--- config.mk ---
export PLATFORM = sky130hd
export DESIGN_NAME = rom_bank_counter
export DESIGN_NICKNAME = d
export VERILOG_FILES = /design/src/rtl/rom_bank_pkg.sv /design/src/rtl/rom_bank_ctrl.sv /design/src/rtl/rom_bank_datapath.sv /design/src/rtl/rom_bank_counter.sv
export SDC_FILE = /design/constraint.sdc
export NUM_CORES = 1
export LEC_CHECK = 0
export BUFFER_PORTS_ARGS = -buffer_cell sky130_fd_sc_hd__buf_2
export CELL_PAD_IN_SITES_DETAIL_PLACEMENT = 1
export CELL_PAD_IN_SITES_GLOBAL_PLACEMENT = 1
export CORE_MARGIN = 4
export CORE_UTILIZATION = 23
export CTS_CLUSTER_DIAMETER = 30
export DETAILED_ROUTE_END_ITERATION = 7
export PLACE_DENSITY_LB_ADDON = 0.2
export SYNTH_ARGS = -nofsm -noshare
export SYNTH_HDL_FRONTEND = slang
export SYNTH_HIERARCHICAL = 1
export SYNTH_SLANG_ARGS = --single-unit
--- constraint.sdc ---
create_clock -name clk -period 2.2 [get_ports clk]
set_input_delay 0.11 -clock clk [delete_from_list [all_inputs] [get_ports clk]]
set_output_delay 0.11 -clock clk [all_outputs]
set_load 0.1 [all_outputs]
--- src/rtl/rom_bank_pkg.sv ---
package rom_bank_pkg;

  // Strobes sent from control to datapath
  typedef struct packed {
    logic advance;   // step the bank count at this clock edge
  } bankStrobe_t;

endpackage

--- src/rtl/rom_bank_ctrl.sv ---
module rom_bank_ctrl
  import rom_bank_pkg::*;
#(
  parameter int DEC_W = 4,
  parameter logic [DEC_W-1:0] WIN_BASE = 4'h5
) (
  input  logic             clk,
  input  logic             rstN,
  input  logic [DEC_W-1:0] addrHi,
  input  logic             m2,
  output bankStrobe_t      strobe,
  output logic             romCeN
);

  logic m2Prev;
  logic inWindow;
  logic m2Fall;

  always_ff @(posedge clk or negedge rstN) begin
    if (!rstN) m2Prev <= 1'b0;
    else       m2Prev <= m2;
  end

  always_comb begin
    inWindow       = (addrHi == WIN_BASE);
    m2Fall         = m2Prev & ~m2;
    strobe.advance = m2Fall & inWindow;
    romCeN         = ~inWindow;
  end

endmodule

--- src/rtl/rom_bank_datapath.sv ---
module rom_bank_datapath
  import rom_bank_pkg::*;
#(
  parameter int WIN_BITS = 12,
  parameter int CNT_W    = 5,
  localparam int HI_W    = CNT_W + 1,
  localparam int ROM_W   = WIN_BITS + HI_W
) (
  input  logic                clk,
  input  logic                rstN,
  input  bankStrobe_t         strobe,
  input  logic                upperSel,
  input  logic [WIN_BITS-1:0] cpuLow,
  output logic [HI_W-1:0]     romHiAddr,
  output logic [ROM_W-1:0]    romAddr
);

  logic [CNT_W-1:0] bankCnt;

  // Free-running wrap: the count rolls over naturally at 2**CNT_W
  always_ff @(posedge clk or negedge rstN) begin
    if (!rstN)               bankCnt <= '0;
    else if (strobe.advance) bankCnt <= bankCnt + 1'b1;
  end

  assign romHiAddr = {upperSel, bankCnt};

  // Low bits pass straight through, high bits take the bank lines
  for (genvar i = 0; i < ROM_W; i++) begin : g_addr
    if (i < WIN_BITS) begin : g_low
      assign romAddr[i] = cpuLow[i];
    end else begin : g_high
      assign romAddr[i] = romHiAddr[i-WIN_BITS];
    end
  end

endmodule

--- src/rtl/rom_bank_counter.sv ---
module rom_bank_counter
  import rom_bank_pkg::*;
#(
  parameter int ADDR_W   = 16,
  parameter int WIN_BITS = 12,
  parameter int CNT_W    = 5,
  parameter logic [ADDR_W-WIN_BITS-1:0] WIN_BASE = 4'h5,
  localparam int DEC_W   = ADDR_W - WIN_BITS,
  localparam int HI_W    = CNT_W + 1,
  localparam int ROM_W   = WIN_BITS + HI_W
) (
  input  logic              clk,
  input  logic              rstN,
  input  logic [ADDR_W-1:0] cpuAddr,
  input  logic              m2,
  input  logic              upperSel,
  output logic              romCeN,
  output logic [HI_W-1:0]   romHiAddr,
  output logic [ROM_W-1:0]  romAddr
);

  bankStrobe_t strobe;

  rom_bank_ctrl #(
    .DEC_W   (DEC_W),
    .WIN_BASE(WIN_BASE)
  ) u_ctrl (
    .clk   (clk),
    .rstN  (rstN),
    .addrHi(cpuAddr[ADDR_W-1:WIN_BITS]),
    .m2    (m2),
    .strobe(strobe),
    .romCeN(romCeN)
  );

  rom_bank_datapath #(
    .WIN_BITS(WIN_BITS),
    .CNT_W   (CNT_W)
  ) u_dp (
    .clk      (clk),
    .rstN     (rstN),
    .strobe   (strobe),
    .upperSel (upperSel),
    .cpuLow   (cpuAddr[WIN_BITS-1:0]),
    .romHiAddr(romHiAddr),
    .romAddr  (romAddr)
  );

endmodule

Yosys cells after proc, flatten, opt, wreduce, memory -nomap -nowiden:

Cells that the tools add are included.

* bits in registers: 6
* input port bits: 20
* output and inout port bits: 25

* add/subtract/negate cells: 1
* equality and inequality tests: 1
* bitwise gates (word level): 4

Operator list (count)
* $add 5x1->5 const B: 1
* $eq 4x3->1 const B: 1
* $and 1x1->1: 2
* $not 1->1: 2

Logic depth before layout (Yosys ltp):

Gate-level depths: netlist of the first run.

* word-level depth: 3
* depth in mapped cells: 4

Cells and area by module:

Netlist of the first run, hierarchy kept.

Modules (own cells, without submodules)
* rom_bank_datapath: instances 1, cells an instance 33, area an instance 342.8 µm², sequential area each 125.1 µm²
* rom_bank_ctrl: instances 1, cells an instance 3, area an instance 65.1 µm², sequential area each 25.0 µm²

Worst setup path after synthesis of the first run:

OpenSTA, ideal clock, no wires.

* path kind: reg2reg
* start point: reg u_dp.bankCnt[0]
* end point: reg u_dp.bankCnt[1]
* setup time: 126 ps
* data arrival time: 1571 ps
* setup slack: 504 ps
* cell stages (with the launch flop): 3
* period minus slack after synthesis: 1696 ps
* cells stage by stage: dfrtp_1 -> ha_1 -> mux2_2

* longest elaborated chain between the ends: 1

Ends and longest elaborated chain
* start: declaration: RTL line rom_bank_datapath.sv:18 `logic [CNT_W-1:0] bankCnt;`
* start signal: assignment: RTL line rom_bank_datapath.sv:23 `else if (strobe.advance) bankCnt <= bankCnt + 1'b1;`
* $add 5x1->5: RTL line rom_bank_datapath.sv:23

No other way between the ends.
A chain may end at the register's enable or synchronous reset.

Worst setup path in the final report of the first run:

* start point: in m2
* end point: reg u_dp.bankCnt[1]

* longest elaborated chain between the ends: 3

Ends and longest elaborated chain
* start: declaration: RTL line rom_bank_counter.sv:15 `input logic m2,`
* $not 1->1: RTL line rom_bank_ctrl.sv:26 `m2Fall = m2Prev & ~m2;`
* $and 1x1->1: RTL line rom_bank_ctrl.sv:26
* $and 1x1->1: RTL line rom_bank_ctrl.sv:27 `strobe.advance = m2Fall & inWindow;`
* via strobe: RTL line rom_bank_counter.sv:22 `bankStrobe_t strobe;`

The timed path passes the listed nets, and every way through them passes these cells.

==> impl_metrics.yaml, run 1 <==
finish:
  final_layout_size_suffix_gt1_share_pct: 59.0
  syn_to_final_growth_pct: 3.68
  num_antenna_cells: 0
  fillers: 191
  post-route-util_pct: 26.5
  nNetsFinal: 62
clock_network:
  clk_latency_ns: 0.25
  numCtsBuffers: 3
  clk_pin_slew_worst_paths_ns: 0.05
  cts_tree: "yes"
  cts_buffer_depth: 2
  cts_resized: 0
  cts-root-buf: "clkbuf_4"
  cts_setup_buffers: 0
  cts.sinks: 6
  hold_buffers: 2
  htreeDepth: 1
synth:
  synth_area_leader_cell: "dfrtp_1"
  synth_area_leaders: "dfrtp_1 (37%), buf_4 (35%), nand4bb_4 (6.7%)"
  yosys-top-cells-count: "buf_4 (19), dfrtp_1 (6), xnor2_1 (3)"
  async_flop_share_pct: 100
  synth_cell_types: 10
  synthCells: 36
  yosysWarnings: 6
  synth_area_per_cell_um2: 11.3
  netlist_area_um2: 408
  yosys.area.top_type_share_pct: 36.8
  synth_fp_nets: 57
  ys.flop_type: "dfrtp_1"
  synth-seq-area-share_pct: 36.8
  ys_seq_elements: 6
  synth.most_common_cell: "buf_4"
  synth_edf_count: 0
floorplan:
  die_x_um: 50.1
  die-area_mm2: 0.00251
  rows: 14
  core_mm2: 0.00159
  num_io_pins: 45
  start_util_pct: 25.6
  die_y_um: 50.1
timing:
  fin_crit_ns: 1.34
  drv_slew: 0
  fin_hold_ws_ns: 0.220
  slew_headroom_pct: 66.9
  rsz0062_at_grt: "no"
  fmax_ghz: 0.747
  setup_viol: 0
  tightestPinTransition_ns: 0.499
  period_share_pct: 60.9
  hold_viol: 0
  skew_ns: 0.000881
  tns_ns: 0
drt:
  drt-vias-per-instance: 3.94
  route.detailed.drc: 0
  first_pass_iters: 1
  drtIter0Drc: 0
  wl_um: 897
  drtAntennaViolNets: 0
  wl_per_cell_um: 14.2
  vias: 248
critical_path:
  worst-endpoint-required_ns: 2.33
  path_max_fanout: 5
  critical_path_class: "primary input to register"
  startpoint_type: "primary input"
  arrival_ns: 1.47
  critPathCaptureType: "register"
grt:
  grt_pass1_wl_mm: 1.37
  grt_pass1_vias: 270
  antenna_found_initial: 0
  grt_max_degree: 7
  track_usage_pct: 7.95
  grt-ovfl-total: 0
place:
  gp_congestion: 0.665
  port_buffers: 17
job:
  drv_cap: 0
worst_hold_path:
  min_path_type: "primary input to async pin"
power_and_ir_drop:
  ir_drop_v: 0.000821
  power_density_mw_per_mm2: 1310
  leakage_nw: 0.215
  total_power_mw: 0.556
status:
  status: "finished, final reports clean"
[cell type report]
class                   count  area [um2]  area share, %
well taps                  24        30.0           7.10
multi-input cells          11         115           27.2
flip-flops and latches      6         150           35.5
clock buffers               3        22.5           5.33
repair buffers             19         105           24.9
[placed cells by master, fill, tap and decap left out]
cell type	synthesis	final
buf_2	0	17
dfrtp_1	6	6
clkbuf_4	0	3
xnor2_1	3	3
dlygate4sd3_1	0	2
nand4_1	2	2
nand4bb_4	1	1
nor3b_2	1	1
xor2_1	1	1
nand2_1	1	1
mux2_2	1	1
ha_1	1	1
[per-stage QoR]
stage / setup WS, ns / std cells / area (um2)
after global placement: 0.968 / 58 / 380
final: 0.861 / 63 / 423
after CTS: 0.863 / 63 / 423
after detailed placement: 0.939 / 58 / 380
after floorplan: 0.504 / 36 / 408
after global routing: 0.825 / 63 / 423
[logic make-up (layout without fill, tap and decap cells)]
logic type / Yosys count / count (layout) / synth area share, %
adders and majority gates: 1 / 1 / 3.07
xor gates and xnor gates: 4 / 4 / 8.59
and+or+nand+nor: 5 / 5 / 13.8
muxes: 1 / 1 / 2.76
DFF: 6 / 6 / 36.8
buffers and inverters: 19 / 22 / 35.0
[state kept, by name, indices dropped and copies added, names as in the netlist]
register and count:
u_dp/bankCnt 5, u_ctrl/m2Prev 1
[worst paths after layout]
check / start / to / slack (ns) / cells after the start
setup / recovery: m2 / u_dp/bankCnt[1]$_DFFE_PN0P_ / 0.86 / 4
min in group clk: cpuAddr[2] / romAddr[2] / 0.22 / 0
max in group asynchronous: rstN / u_dp/bankCnt[3]$_DFFE_PN0P_ / 1.83 / 2
hold reg to reg: u_dp/bankCnt[4]$_DFFE_PN0P_ / u_dp/bankCnt[4]$_DFFE_PN0P_ / 0.50 / 1
setup reg to reg: u_ctrl/m2Prev$_DFF_PN0_ / u_dp/bankCnt[1]$_DFFE_PN0P_ / 1.07 / 2
hold / removal: rstN / u_dp/bankCnt[4]$_DFFE_PN0P_ / 0.22 / 2
[routing by layer]
| metal | vias to the layer above | wire length, um | global-route usage, % |
|---|---|---|---|
| li1 | 105 | - | - |
| met1 | 104 | 276 | 6.51 |
| met2 | 25 | 386 | 11.5 |
| met3 | 14 | 170 | 3.92 |
| met4 | 0 | 64 | 12.0 |
| met5 | - | 0 | 0 |
[worst max-delay path, stage by stage]
cell,delay [ns]
dlygate4sd3_1,0.52
buf_2,0.13
nor3b_2,0.33
mux2_2,0.37
[where the power goes]
part	leakage, nW	switching [mW]	internal [mW]
clock network	0.0138	0.0420	0.0619
registers	0.0790	0.0218	0.127
logic	0.122	0.261	0.0428
Power figures use the tool's default switching activity.
==> run 2, diff against run 1 <==
CORE_UTILIZATION = 19   (was 23)
clock period = 1.09 ns   (was 2.2 ns; I/O delays follow)
==> impl_metrics.yaml, run 2 (synthesis results as in run 1) <==
finish:
  mostFrequentLayoutCell: "buf_12"
  finish.instance_area_um2: 682
  largest_reg_flops: 5
  final_layout_size_suffix_gt1_share_pct: 75.6
  post-route-util_pct: 34.1
  num_antenna_cells: 0
  fillers: 219
  multiInputGateArea_um2: 138
  regArea_um2: 169
  layout_common_cells: "buf_12 (11), buf_2 (6), dfrtp_4 (5)"
  syn_to_final_growth_pct: 67.2
  nNetsFinal: 67
  top_regs: "u_dp/bankCnt x5, u_ctrl/m2Prev x1"
  max_flop_register: "u_dp/bankCnt"
critical_path:
  path_max_fanout: 4
  cp-startpoint: "u_dp/bankCnt[1]$_DFFE_PN0P_"
  critPathBufInv: 2
  critPathCaptureType: "output pin"
  crit_chain: "buf_6, buf_12"
  cp_top_family: "flip-flops"
  critical_path_class: "register to output pin"
  arrival_ns: 1.06
  regToRegStartpoint: "u_dp/bankCnt[0]$_DFFE_PN0P_"
  cp_slowest_cell: "dfrtp_4"
  startpoint_type: "register"
  max_stage_delay_ns: 0.49
  worst-endpoint-required_ns: 1.04
place:
  place_area_um2: 608
  place_ws_ns: -0.0596
  hpwl_um: 722
  port_buffers: 17
  gp_congestion: 0.690
floorplan:
  core_mm2: 0.00200
  die_y_um: 54.3
  die_x_um: 54.3
  rows: 16
  num_io_pins: 45
  die-area_mm2: 0.00295
  start_util_pct: 20.4
timing:
  rsz0062_at_grt: "yes"
  drv_slew: 0
  fin_hold_ws_ns: 0.109
  setup_viol: 4
  skew_ns: 0.00638
  fmax_ghz: 0.897
  slew_headroom_pct: 82.2
  setup_slack_ns: -0.0250
  hold_viol: 0
  fin_crit_ns: 1.11
  tns_ns: -0.0746
  period_share_pct: 102
  tightestPinTransition_ns: 0.266
job:
  drv_cap: 0
clock_network:
  clk_latency_ns: 0.26
  cts_buffer_depth: 2
  clk_pin_slew_worst_paths_ns: 0.05
  cts_tree: "yes"
  htreeDepth: 1
  cts-root-buf: "clkbuf_4"
  numCtsBuffers: 3
  cts.sinks: 6
worst_hold_path:
  min_path_type: "primary input to output pin"
  min_from: "cpuAddr[6]"
grt:
  grt_pass1_vias: 312
  grt-ovfl-total: 0
  antenna_found_initial: 0
  grt_max_degree: 7
  track_usage_pct: 6.90
  grt_pass1_wl_mm: 1.38
power_and_ir_drop:
  ir_drop_v: 0.00132
  leakage_nw: 0.279
  power.share.clock_pct: 15.6
  p_int_mw: 0.797
  p_sw_mw: 0.747
  power_density_mw_per_mm2: 2260
  switching_share_pct: 48.4
  comb_power_share_pct: 63.7
  pwr-share-seq_pct: 20.7
drt:
  wl_per_cell_um: 12.5
  wl_um: 900
  route.detailed.drc: 0
  drt-vias-per-instance: 3.67
  drtIter0Drc: 5
  first_pass_iters: 4
  drtAntennaViolNets: 0
  vias: 264
status:
  violations: "negative setup slack"
  status: "finished with violations"
-- run 2: cell count changes in the layout (fill, tap and decap cells not counted), sizes merged --
cell	previous run	this run
buf	17	22
clkbuf	3	4
-- run 2: final cells by class --
| cell class | count | share of cell area [%] |
|---|---|---|
| tap | 27 | 4.95 |
| sequential | 6 | 24.8 |
| clock buffer | 4 | 3.85 |
| multi-input combinational | 11 | 20.2 |
| timing repair buffer | 24 | 46.2 |
-- run 2: per-stage QoR --
stage | total power [mW] | instances
CTS | 1.49 | 71
finish | 1.54 | 72
global route | 1.61 | 72
floorplan | 1.13 | 36
detailed placement | 1.23 | 65
global placement | 1.22 | 65
-- run 2: power groups by stage --
stage	registers [mW]	clock network (mW)	logic [mW]
after floorplan	0.549	0	0.582
after global placement	0.301	0	0.922
after detailed placement	0.304	0	0.930
after CTS	0.304	0.247	0.943
after global routing	0.327	0.267	1.02
final	0.320	0.241	0.983
-- run 2: layer usage --
| metal | share of wire, % | routed length, um | track usage (%) | vias up |
|---|---|---|---|---|
| li1 | - | - | - | 116 |
| met1 | 31 | 277 | 5.90 | 118 |
| met2 | 48 | 435 | 10.8 | 14 |
| met3 | 12 | 106 | 1.09 | 16 |
| met4 | 9.0 | 81 | 11.6 | 0 |
| met5 | 0 | 0 | 0 | - |
-- run 2: worst paths after layout --
kind,endpoint,slack (ns),cells past startpoint
worst max-delay path,romHiAddr[1],-0.02,2
worst min-delay path,romAddr[6],0.11,0
worst max register to register,u_dp/bankCnt[1]$_DFFE_PN0P_,0.01,2
worst min register to register,u_dp/bankCnt[4]$_DFFE_PN0P_,0.56,1
max in group asynchronous,u_dp/bankCnt[0]$_DFFE_PN0P_,0.78,2
min in group asynchronous,u_dp/bankCnt[3]$_DFFE_PN0P_,0.15,2
-- run 2: timing repair --
action,in CTS,in global routing
hold buffers,2,0
gates resized for setup,1,2
buffers inserted,0,1
pin swaps,0,1
endpoints found under the setup margin,5,7
endpoints found under the hold margin,7,0
-- run 2: worst register-to-register path, delay by kind of cell (launching register included) --
kind | cells | cell delay, ns
flip-flops | 1 | 0.49
adder cells (fa/ha/maj) | 1 | 0.24
multiplexers | 1 | 0.25
